File: config.mk
export PLATFORM = sky130hd
export DESIGN_NAME = gpio_ctrl
export DESIGN_NICKNAME = d
export VERILOG_FILES = /design/src/rtl/gpio_pkg.sv /design/src/rtl/gpio_addr_dec.sv /design/src/rtl/gpio_fsel_bank.sv /design/src/rtl/gpio_level_bank.sv /design/src/rtl/gpio_sd_route.sv /design/src/rtl/gpio_ctrl.sv
export SDC_FILE = /design/constraint.sdc
export NUM_CORES = 1
export LEC_CHECK = 0
export ABC_AREA = 1
export ABC_CLOCK_PERIOD_IN_PS = 4100
export BUFFER_PORTS_ARGS = -buffer_cell sky130_fd_sc_hd__buf_2
export CORE_MARGIN = 2
export CORE_UTILIZATION = 35
export DETAILED_ROUTE_END_ITERATION = 7
export PLACE_DENSITY_LB_ADDON = 0.2
export SYNTH_ARGS = -nofsm -noshare
export SYNTH_HDL_FRONTEND = slang
export SYNTH_SLANG_ARGS = --single-unit
export TNS_END_PERCENT = 50
File: constraint.sdc
create_clock -name clk -period 4.1 [get_ports clk]
set_clock_uncertainty 0.1 [all_clocks]
set_input_delay 0.41 -clock clk [delete_from_list [all_inputs] [get_ports clk]]
set_output_delay 0.41 -clock clk [all_outputs]
set_load 0.05 [all_outputs]
File: src/rtl/gpio_pkg.sv
package gpio_pkg;

    localparam int NPINS    = 54;
    localparam int DW       = 32;
    localparam int AW       = 12;
    localparam int FW       = 3;
    localparam int PER_REG  = 10;
    localparam int NFSEL    = (NPINS + PER_REG - 1) / PER_REG;
    localparam int NLW      = (NPINS + DW - 1) / DW;
    localparam int IW       = $clog2((NFSEL > NLW) ? NFSEL : NLW);
    localparam int SELW     = PER_REG * FW;

    localparam int SD_FIRST = 48;
    localparam int SD_COUNT = 6;

    localparam int OFS_FSEL    = 'h000;
    localparam int OFS_SET     = 'h01C;
    localparam int OFS_CLR     = 'h028;
    localparam int OFS_LEV     = 'h034;
    localparam int OFS_EVT     = 'h040;
    localparam int EVT_GROUPS  = 7;
    localparam int EVT_STRIDE  = 12;
    localparam int OFS_PULL    = 'h094;
    localparam int PULL_WORDS  = 3;

    localparam logic [FW-1:0] FN_OUT  = 3'd1;
    localparam logic [FW-1:0] FN_SD_A = 3'd0;
    localparam logic [FW-1:0] FN_SD_B = 3'd4;

    typedef enum logic [2:0] {
        RK_NONE,
        RK_FSEL,
        RK_SET,
        RK_CLR,
        RK_LEV,
        RK_ZERO
    } reg_kind_e;

    typedef struct packed {
        reg_kind_e       kind;
        logic [IW-1:0]   idx;
    } dec_t;

    typedef enum logic {
        ROUTE_A = 1'b0,
        ROUTE_B = 1'b1
    } route_e;

endpackage

File: src/rtl/gpio_addr_dec.sv
module gpio_addr_dec
    import gpio_pkg::*;
(
    input  logic [AW-1:0] addr,
    output dec_t          dec
);

    always_comb begin
        dec.kind = RK_NONE;
        dec.idx  = '0;
        if (addr[1:0] == 2'b00) begin
            for (int n = 0; n < NFSEL; n++) begin
                if (addr == AW'(OFS_FSEL + 4 * n)) begin
                    dec.kind = RK_FSEL;
                    dec.idx  = IW'(n);
                end
            end
            for (int w = 0; w < NLW; w++) begin
                if (addr == AW'(OFS_SET + 4 * w)) begin
                    dec.kind = RK_SET;
                    dec.idx  = IW'(w);
                end
                if (addr == AW'(OFS_CLR + 4 * w)) begin
                    dec.kind = RK_CLR;
                    dec.idx  = IW'(w);
                end
                if (addr == AW'(OFS_LEV + 4 * w)) begin
                    dec.kind = RK_LEV;
                    dec.idx  = IW'(w);
                end
            end
            for (int g = 0; g < EVT_GROUPS; g++) begin
                for (int w = 0; w < NLW; w++) begin
                    if (addr == AW'(OFS_EVT + g * EVT_STRIDE + 4 * w)) begin
                        dec.kind = RK_ZERO;
                    end
                end
            end
            for (int k = 0; k < PULL_WORDS; k++) begin
                if (addr == AW'(OFS_PULL + 4 * k)) begin
                    dec.kind = RK_ZERO;
                end
            end
        end
    end

endmodule

File: src/rtl/gpio_fsel_bank.sv
module gpio_fsel_bank
    import gpio_pkg::*;
(
    input  logic                            clk,
    input  logic                            rst_n,
    input  logic                            wr,
    input  logic [IW-1:0]                   idx,
    input  logic [SELW-1:0]                 wdata,
    output logic [DW-1:0]                   rd_word,
    output logic [NPINS-1:0]                is_out,
    output logic [SD_COUNT-1:0][FW-1:0]     sd_code
);

    typedef struct packed {
        logic [NPINS-1:0][FW-1:0] code;
    } fsel_st_t;

    fsel_st_t s_d, s_q;

    always_comb begin
        s_d = s_q;
        if (wr) begin
            for (int p = 0; p < NPINS; p++) begin
                if (idx == IW'(p / PER_REG)) begin
                    s_d.code[p] = wdata[FW * (p % PER_REG) +: FW];
                end
            end
        end
    end

    always_ff @(posedge clk or negedge rst_n) begin
        if (!rst_n) begin
            s_q <= '0;
        end else begin
            s_q <= s_d;
        end
    end

    always_comb begin
        rd_word = '0;
        for (int p = 0; p < NPINS; p++) begin
            if (idx == IW'(p / PER_REG)) begin
                rd_word[FW * (p % PER_REG) +: FW] = s_q.code[p];
            end
        end
    end

    for (genvar p = 0; p < NPINS; p++) begin : g_pin
        assign is_out[p] = (s_q.code[p] == FN_OUT);
    end

    for (genvar k = 0; k < SD_COUNT; k++) begin : g_sd
        assign sd_code[k] = s_q.code[SD_FIRST + k];
    end

    // codes only move on a function-word write
    p_fsel_hold_r2: assert property (@(posedge clk) disable iff (!rst_n)
        !wr |=> $stable(s_q.code));

endmodule

File: src/rtl/gpio_level_bank.sv
module gpio_level_bank
    import gpio_pkg::*;
(
    input  logic             clk,
    input  logic             rst_n,
    input  logic             set_wr,
    input  logic             clr_wr,
    input  logic [IW-1:0]    idx,
    input  logic [DW-1:0]    wdata,
    input  logic [NPINS-1:0] is_out,
    output logic [DW-1:0]    rd_word,
    output logic [NPINS-1:0] pin_out
);

    typedef struct packed {
        logic [NPINS-1:0] lev;
    } lev_st_t;

    lev_st_t s_d, s_q;

    always_comb begin
        s_d = s_q;
        for (int p = 0; p < NPINS; p++) begin
            if (idx == IW'(p / DW) && wdata[p % DW]) begin
                if (set_wr) begin
                    s_d.lev[p] = 1'b1;
                end else if (clr_wr) begin
                    s_d.lev[p] = 1'b0;
                end
            end
        end
    end

    always_ff @(posedge clk or negedge rst_n) begin
        if (!rst_n) begin
            s_q <= '0;
        end else begin
            s_q <= s_d;
        end
    end

    always_comb begin
        rd_word = '0;
        for (int p = 0; p < NPINS; p++) begin
            if (idx == IW'(p / DW)) begin
                rd_word[p % DW] = s_q.lev[p];
            end
        end
    end

    for (genvar p = 0; p < NPINS; p++) begin : g_pin
        localparam int WORD = p / DW;
        localparam int BITP = p % DW;

        assign pin_out[p] = s_q.lev[p] & is_out[p];

        // a one bit on the set word raises the level
        p_set_r4: assert property (@(posedge clk) disable iff (!rst_n)
            set_wr && idx == IW'(WORD) && wdata[BITP] |=> s_q.lev[p]);

        // a one bit on the clear word drops the level
        p_clr_r5: assert property (@(posedge clk) disable iff (!rst_n)
            clr_wr && idx == IW'(WORD) && wdata[BITP] |=> !s_q.lev[p]);

        // zero bits leave the level alone
        p_keep_r4: assert property (@(posedge clk) disable iff (!rst_n)
            (set_wr || clr_wr) && idx == IW'(WORD) && !wdata[BITP]
            |=> $stable(s_q.lev[p]));
    end

endmodule

File: src/rtl/gpio_sd_route.sv
module gpio_sd_route
    import gpio_pkg::*;
(
    input  logic                        clk,
    input  logic                        rst_n,
    input  logic [SD_COUNT-1:0][FW-1:0] sd_code,
    output logic                        route
);

    typedef struct packed {
        route_e sel;
    } route_st_t;

    route_st_t s_d, s_q;
    logic      all_a;
    logic      all_b;

    always_comb begin
        all_a = 1'b1;
        all_b = 1'b1;
        for (int k = 0; k < SD_COUNT; k++) begin
            if (sd_code[k] != FN_SD_A) all_a = 1'b0;
            if (sd_code[k] != FN_SD_B) all_b = 1'b0;
        end
    end

    always_comb begin
        s_d = s_q;
        if (all_a) begin
            s_d.sel = ROUTE_A;
        end else if (all_b) begin
            s_d.sel = ROUTE_B;
        end
    end

    always_ff @(posedge clk or negedge rst_n) begin
        if (!rst_n) begin
            s_q.sel <= ROUTE_A;
        end else begin
            s_q <= s_d;
        end
    end

    assign route = s_q.sel;

    // unanimous zero codes pick controller A
    p_route_a_r9: assert property (@(posedge clk) disable iff (!rst_n)
        all_a |=> route == 1'b0);

    // unanimous code four picks controller B
    p_route_b_r9: assert property (@(posedge clk) disable iff (!rst_n)
        all_b |=> route == 1'b1);

    // a mixed pattern keeps the route
    p_route_hold_r9: assert property (@(posedge clk) disable iff (!rst_n)
        !all_a && !all_b |=> $stable(route));

endmodule

File: src/rtl/gpio_ctrl.sv
module gpio_ctrl
    import gpio_pkg::*;
(
    input  logic             clk,
    input  logic             rst_n,
    input  logic [AW-1:0]    addr,
    input  logic             wr_en,
    input  logic             rd_en,
    input  logic [DW-1:0]    wdata,
    output logic [DW-1:0]    rdata,
    output logic             bus_err,
    output logic [NPINS-1:0] pin_out,
    output logic             sd_route
);

    localparam int LAST_BITS = (NPINS - (NFSEL - 1) * PER_REG) * FW;

    typedef struct packed {
        logic [DW-1:0] rdata;
        logic          err;
    } bus_st_t;

    dec_t                        dec;
    logic                        fsel_wr;
    logic                        set_wr;
    logic                        clr_wr;
    logic [DW-1:0]               fsel_rd;
    logic [DW-1:0]               lev_rd;
    logic [NPINS-1:0]            is_out;
    logic [SD_COUNT-1:0][FW-1:0] sd_code;
    bus_st_t                     b_d, b_q;

    gpio_addr_dec u_dec (
        .addr (addr),
        .dec  (dec)
    );

    assign fsel_wr = wr_en && (dec.kind == RK_FSEL);
    assign set_wr  = wr_en && (dec.kind == RK_SET);
    assign clr_wr  = wr_en && (dec.kind == RK_CLR);

    gpio_fsel_bank u_fsel (
        .clk     (clk),
        .rst_n   (rst_n),
        .wr      (fsel_wr),
        .idx     (dec.idx),
        .wdata   (wdata[SELW-1:0]),
        .rd_word (fsel_rd),
        .is_out  (is_out),
        .sd_code (sd_code)
    );

    gpio_level_bank u_lev (
        .clk     (clk),
        .rst_n   (rst_n),
        .set_wr  (set_wr),
        .clr_wr  (clr_wr),
        .idx     (dec.idx),
        .wdata   (wdata),
        .is_out  (is_out),
        .rd_word (lev_rd),
        .pin_out (pin_out)
    );

    gpio_sd_route u_route (
        .clk     (clk),
        .rst_n   (rst_n),
        .sd_code (sd_code),
        .route   (sd_route)
    );

    always_comb begin
        b_d = b_q;
        if (rd_en) begin
            unique case (dec.kind)
                RK_FSEL: b_d.rdata = fsel_rd;
                RK_LEV:  b_d.rdata = lev_rd;
                default: b_d.rdata = '0;
            endcase
        end
        b_d.err = (rd_en || wr_en) && (dec.kind == RK_NONE);
    end

    always_ff @(posedge clk or negedge rst_n) begin
        if (!rst_n) begin
            b_q <= '0;
        end else begin
            b_q <= b_d;
        end
    end

    assign rdata   = b_q.rdata;
    assign bus_err = b_q.err;

    // no access means no error pulse
    p_err_idle_r11: assert property (@(posedge clk) disable iff (!rst_n)
        !(rd_en || wr_en) |=> !bus_err);

    // a refused write leaves the pins untouched
    p_none_r11: assert property (@(posedge clk) disable iff (!rst_n)
        wr_en && dec.kind == RK_NONE |=> $stable(pin_out));

    // read data holds without a read strobe
    p_rd_hold_r12: assert property (@(posedge clk) disable iff (!rst_n)
        !rd_en |=> $stable(rdata));

    // the last function word carries only in-range fields
    p_last_fsel_r3: assert property (@(posedge clk) disable iff (!rst_n)
        rd_en && dec.kind == RK_FSEL && dec.idx == IW'(NFSEL - 1)
        |=> rdata[DW-1:LAST_BITS] == '0);

    // writing a level word drives nothing new
    p_lev_ro_r6: assert property (@(posedge clk) disable iff (!rst_n)
        wr_en && dec.kind == RK_LEV |=> $stable(pin_out));

    // placeholders read zero with no error
    p_zero_r10: assert property (@(posedge clk) disable iff (!rst_n)
        rd_en && dec.kind == RK_ZERO |=> rdata == '0 && !bus_err);

endmodule

* Word level (Yosys, flattened, before mapping)
Cells that the tools add are included. Widths: inputs -> output; s select.
Word-level totals: register bits after elaboration 250, bits of input ports 48
Cells by class: eq/ne operators 97, mux-type cells 155, bitwise gates (word level) 54, reduce and logical (&&, ||, !) cells 131
Operator list (number):
- $mux 3 | 71
- $eq 3x1->1 const B | 56
- $eq 12x7->1 const B | 11
- $reduce_and 2->1 | 60
- $eq 12x8->1 const B | 6
- $mux 1 | 70
- $pmux 32 s2 | 1
- $eq 12x6->1 const B | 5
- $logic_and 1x1->1 | 58
- $and 1x1->1 | 54
- $eq 12x5->1 const B | 3
- $mux 6 | 5
- $eq 12x4->1 const B | 2
- $mux 4 | 6
- $ne 3x3->1 const B | 6
- $reduce_bool 3->1 | 6
- $eq 12x3->1 const B | 1
- $eq 3x2->1 const B | 4
- $logic_not 12->1 | 1
- $mux 5 | 2
- $eq 3x3->1 const B | 3
- $logic_not 3->1 | 2
- $reduce_bool 2->1 | 2
- $logic_not 2->1 | 1
- $logic_or 1x1->1 | 1

* Logic depth before layout (Yosys ltp)
word-level depth 39, mapped depth 16

* Cells and area by module
A second synthesis with hierarchy kept.
Second synthesis, totals: cells, all modules 1890, area, all modules 13698.1 µm²
By module, submodules not included:
- gpio_fsel_bank | instances 1, cells an instance 940, area each 7606.0 µm², sequential area each 4053.9 µm²
- gpio_level_bank | instances 1, cells an instance 561, area each 3580.9 µm², sequential area each 1351.3 µm²
- gpio_ctrl | instances 1, cells an instance 260, area each 1909.3 µm², sequential area each 825.8 µm²
- gpio_addr_dec | instances 1, cells an instance 106, area each 486.7 µm², sequential area each 0.0 µm²
- gpio_sd_route | instances 1, cells an instance 23, area each 115.1 µm², sequential area each 25.0 µm²

* Least setup slack after synthesis
Ideal clock, no wire load.
path type flip-flop to output port, start point register u_fsel.s_q, in the netlist u_fsel.sd_code[5], end point output pin_out[49], data arrival time 1959 ps, data required time 3590 ps, slack 1631 ps, cell stages (with the launch flop) 2, path buffers 0, cell sequence dfrtp_1 > nor4_1
Between the ends: cells in the longest elaborated chain, start to end 2
Ends and longest elaborated chain:
- from (decl) | RTL line gpio_fsel_bank.sv:18 | fsel_st_t s_d, s_q;
- from (signal assigned) | RTL line gpio_fsel_bank.sv:33 | s_q <= '0;
- from (signal assigned) | RTL line gpio_fsel_bank.sv:35 | s_q <= s_d;
- $eq 3x1->1 | RTL line gpio_fsel_bank.sv:49 | assign is_out[p] = (s_q.code[p] == FN_OUT);
- $and 1x1->1 | RTL line gpio_level_bank.sv:55 | assign pin_out[p] = s_q.lev[p] & is_out[p];
- to (decl) | RTL line gpio_ctrl.sv:12 | output logic [NPINS-1:0] pin_out,
Every way passes these cells.

* Worst setup path in the final report
start point input addr[11], end point register b_q, in the netlist rdata[2]
Between the ends: cells in the longest elaborated chain, start to end 33, elaborated cells on any way between the ends 76
Ends and longest elaborated chain:
- from (decl) | RTL line gpio_ctrl.sv:6 | input logic [AW-1:0] addr,
- $logic_not 12->1 | RTL line gpio_addr_dec.sv:13 | if (addr == AW'(OFS_FSEL + 4 * n)) begin
- $mux 4 (6 in series) | RTL line gpio_addr_dec.sv:13
- $mux 5 | RTL line gpio_addr_dec.sv:19 | if (addr == AW'(OFS_SET + 4 * w)) begin
- $mux 5 | RTL line gpio_addr_dec.sv:23 | if (addr == AW'(OFS_CLR + 4 * w)) begin
- $mux 6 | RTL line gpio_addr_dec.sv:27 | if (addr == AW'(OFS_LEV + 4 * w)) begin
- $mux 6 | RTL line gpio_addr_dec.sv:19
- $mux 6 | RTL line gpio_addr_dec.sv:23
- $mux 6 | RTL line gpio_addr_dec.sv:27
- $mux 3 (14 in series) | RTL line gpio_addr_dec.sv:34 | if (addr == AW'(OFS_EVT + g * EVT_STRIDE + 4 * w)) begin
- $mux 3 (3 in series) | RTL line gpio_addr_dec.sv:40 | if (addr == AW'(OFS_PULL + 4 * k)) begin
- $mux 6 * | RTL line gpio_addr_dec.sv:11 | if (addr[1:0] == 2'b00) begin
- $eq 3x3->1 / $eq 3x1->1 (equally long branches) | RTL line gpio_ctrl.sv:75 | unique case (dec.kind)
- $pmux 32 s2 * | RTL line gpio_ctrl.sv:75
- to (signal assigned) | RTL line gpio_ctrl.sv:86 | b_q <= '0;
- to (signal assigned) | RTL line gpio_ctrl.sv:88 | b_q <= b_d;
- to (decl) | RTL line gpio_ctrl.sv:31 | bus_st_t b_d, b_q;
Mark *: on every way between the ends. The rest lies on a longest branch, timed or not. A chain may end at the register's enable or synchronous reset.

==> out/results.ini <==
[setup_path]
crit_path_cell_trace = buf_2 -> nor2_1 -> nand2_2 -> inv_2 -> nand3_2 -> nand3_1 -> nor2_4 -> nand3b_1 -> buf_4 -> o21ai_1 -> a21oi_1 -> a21oi_1
crit_path_max_incr_delay_ns = 0.50
r2r_cells = 4
reg2reg_from = u_fsel.sd_code[16]$_DFFE_PN0P_
crit_type = input pin to flop
crit_fanout = 26
cp_common_cell = a21oi_1
reg2reg_slack_ns = 2.39
end_kind = flop
cp-start-kind = input pin
cp_slowest_cell = nand3b_1
timing.rr.end = u_route.route$_DFFE_PN0P_
arrival_ns = 3.26
crit_required_ns = 4.48

[power_and_ir_drop]
p_leak_nw = 7.44
power_mw = 5.42
peakVddDrop_v = 0.000277
power.density_nw_per_um2 = 367

[floorplan]
start_util_pct = 35.7
die-area_sq_um = 38000
die_h_microns = 195
core_area_sq_um = 35700
io_pins = 136
rows = 69
die_w_microns = 195

[job]
drv_cap = 0

[sta]
worst-slew-pin-transition_ns = 1.00
setup-tns-final_ns = 0
fmax_mhz = 347
holdWs_ns = 0.0768
relSlewSlack_pct = 33.3
fin_crit_sh_pct = 70.3
setup_viol = 0
min_period_ns = 2.88
rsz0062_at_grt = no
slew_violations = 0
finalHoldViolations = 0

[grt]
grt_pass1_wl_mm = 72.9
grt_pass1_vias = 11500
gr-total-overflow = 0
track_usage_pct = 25.2
grt_max_degree = 115
antenna_found_initial = 0

[clocking]
clk_path_buf_depth = 3
cts_tree = done
post_cts.repair.setup_buffers = 0
numCtsBuffers = 28
cts.htree.levels = 1
clock-root-buffer = clkbuf_16
clk_pin_slew_ns = 0.06
cts_sinks = 250
clock_latency_ns = 0.55

[synthesis]
synth-adder-area-share_pct = 0
synth_nets = 1746
synthDistinctLibCells = 37
yosysSeqAreaShare_pct = 49.1
ys.warnings.count = 0
async_flop_share_pct = 100
synth_area_per_cell_sq_um = 7.51
yosys-top-cells-area = dfrtp_1 (49%), nand2_1 (13%), o21ai_0 (5.8%), o21ai_1 (5.8%), inv_1 (5.4%)
synth_top_area_share_pct = 49.1
synth_compound_area_share_pct = 14.5
synth_flop_cell = dfrtp_1
ys_seq_elements = 250
synth-xor-area-share_pct = 0
synth_top_area_cell = dfrtp_1
synth_mux_area_share_pct = 0
syn_inst = 1698
synth-simple-area-share_pct = 27.2
synth_edf_count = 0
syn_area_sq_um = 12700
synth_top_family_by_area = simple AND/OR/NAND/NOR gates

[detailed_routing]
wirelength_mm = 48.0
drt_pass1_iterations = 6
detail_route.wl_per_cell_microns = 21.1
drc = 0
first_iter_violations = 1243
viasPerCell = 5.37
antenna_left = 0
vias = 12200

[min_path]
hp-start = wdata[25]
hp-class = input pin to flop
hold_end = u_lev.s_q[25]$_DFFE_PN0P_
hold_path_depth = 3

[finish]
final_layout_size_suffix_gt1_share_pct = 13.9
ff_latch_area_sq_um = 6260
antenna_cells = 0
fin_nets = 1843
finalCoreUtilization_pct = 41.3
num-fill-cells = 3722
area_growth_pct = 15.9
multi_input_area_sq_um = 5340
fin_cells = 2277

[placement]
gp_congestion = 0.882
dp_hpwl_mm = 33.5
io_buffers = 135
post-place-cells = 2225

[run_status]
status = complete, no violations

==> flip-flops by register name, indices dropped and copies added, names as in the netlist <==
name,count
u_fsel.s_q,144
u_route.route,1
bus_err,1
u_fsel.sd_code,18
u_lev.s_q,54
rdata,32
==> where the power goes <==
part | internal (mW) | switching (mW)
Combinational | 0.0708 | 0.268
Clock | 1.51 | 1.05
Sequential | 2.49 | 0.0265
==> repair_timing <==
action                                 4_1_cts  5_1_grt
endpoints found under the hold margin      111        0
hold buffers                                 1        0
resized for setup                            0        0
==> layout make-up <==
type / instances / share of cell area (%)
inverters: 201 / 5.11
multi-input cells: 1152 / 36.1
repair buffers: 162 / 6.28
flip-flops and latches: 250 / 42.3
clock buffers: 42 / 5.58
clock inverters: 9 / 0.669
well taps: 461 / 3.90
==> cells in the final DEF, fill, tap and decap left out, types with 2 or more instances in the layout <==
master / count
nor3_1: 56
dfrtp_1: 250
clkbuf_8: 5
nand4_1: 59
o22ai_1: 2
a22oi_1: 4
o21ai_0: 149
clkinv_2: 6
nor4_1: 7
clkbuf_16: 29
clkbuf_1: 8
bufinv_16: 2
or2_2: 7
nand2_1: 444
nand3b_1: 6
inv_1: 184
nor2_1: 85
buf_2: 134
inv_2: 17
nand3_1: 102
nor2_2: 6
a21oi_1: 52
nand2_2: 7
nand4_2: 2
buf_12: 3
nor2_4: 3
buf_4: 23
nand3_2: 2
o21ai_1: 148
==> layer usage <==
metal / up-vias / wire, microns / GRT usage, %
met4: 0 / 1060 / 7.01
met1: 5922 / 22600 / 37.6
met5: - / 0 / 0
met3: 58 / 3900 / 4.98
li1: 5750 / - / -
met2: 508 / 20500 / 37.1
==> synthesized netlist by cell type (all sizes together), types with 2 or more instances <==
master  instances
buf            48
nand3b          6
clkbuf         47
inv           201
nor3           58
nor2           94
nand2         451
dfrtp         250
nand3         105
a22oi           4
or2             7
a21oi          52
o21ai         298
o22ai           2
nor4            7
nand4          61
==> kinds of logic (layout without fill, tap and decap cells) <==
family                 after synthesis  after routing
AO/OA/AOI/OAI                      362            362
buffers and inverters              296            414
flip-flops                         250            250
AND/OR/NAND/NOR                    790            790
==> worst max path at each step <==
stage                                  start                        to  slack, ns  cells past startpoint
4_1_cts                              addr[5]      rdata[2]$_DFFE_PN0P_       1.29                     12
6_report                            addr[11]      rdata[2]$_DFFE_PN0P_       1.22                     12
3_5_place_dp                         addr[5]      rdata[2]$_DFFE_PN0P_       0.71                     12
2_1_floorplan  u_fsel.sd_code[5]$_DFFE_PN0P_               pin_out[49]       1.63                      1
5_1_grt                             addr[11]  u_lev.s_q[0]$_DFFE_PN0P_       0.95                     14
3_3_place_gp                         addr[5]      rdata[2]$_DFFE_PN0P_       0.75                     12
==> through the flow <==
stage                     area [sq um]  setup WS, ns
after floorplan                  12700          1.63
after global placement           13800         0.753
after detailed placement         13800         0.709
after CTS                        14800          1.29
after global routing             14800         0.955
final                            14800          1.22
==> critical path, delay by kind of cell <==
family          cells  cell delay [ns]
buf+inv             3             0.68
simple gates        6             1.61
compound gates      3             0.53
Note: power is estimated with default switching activity, not from simulation.
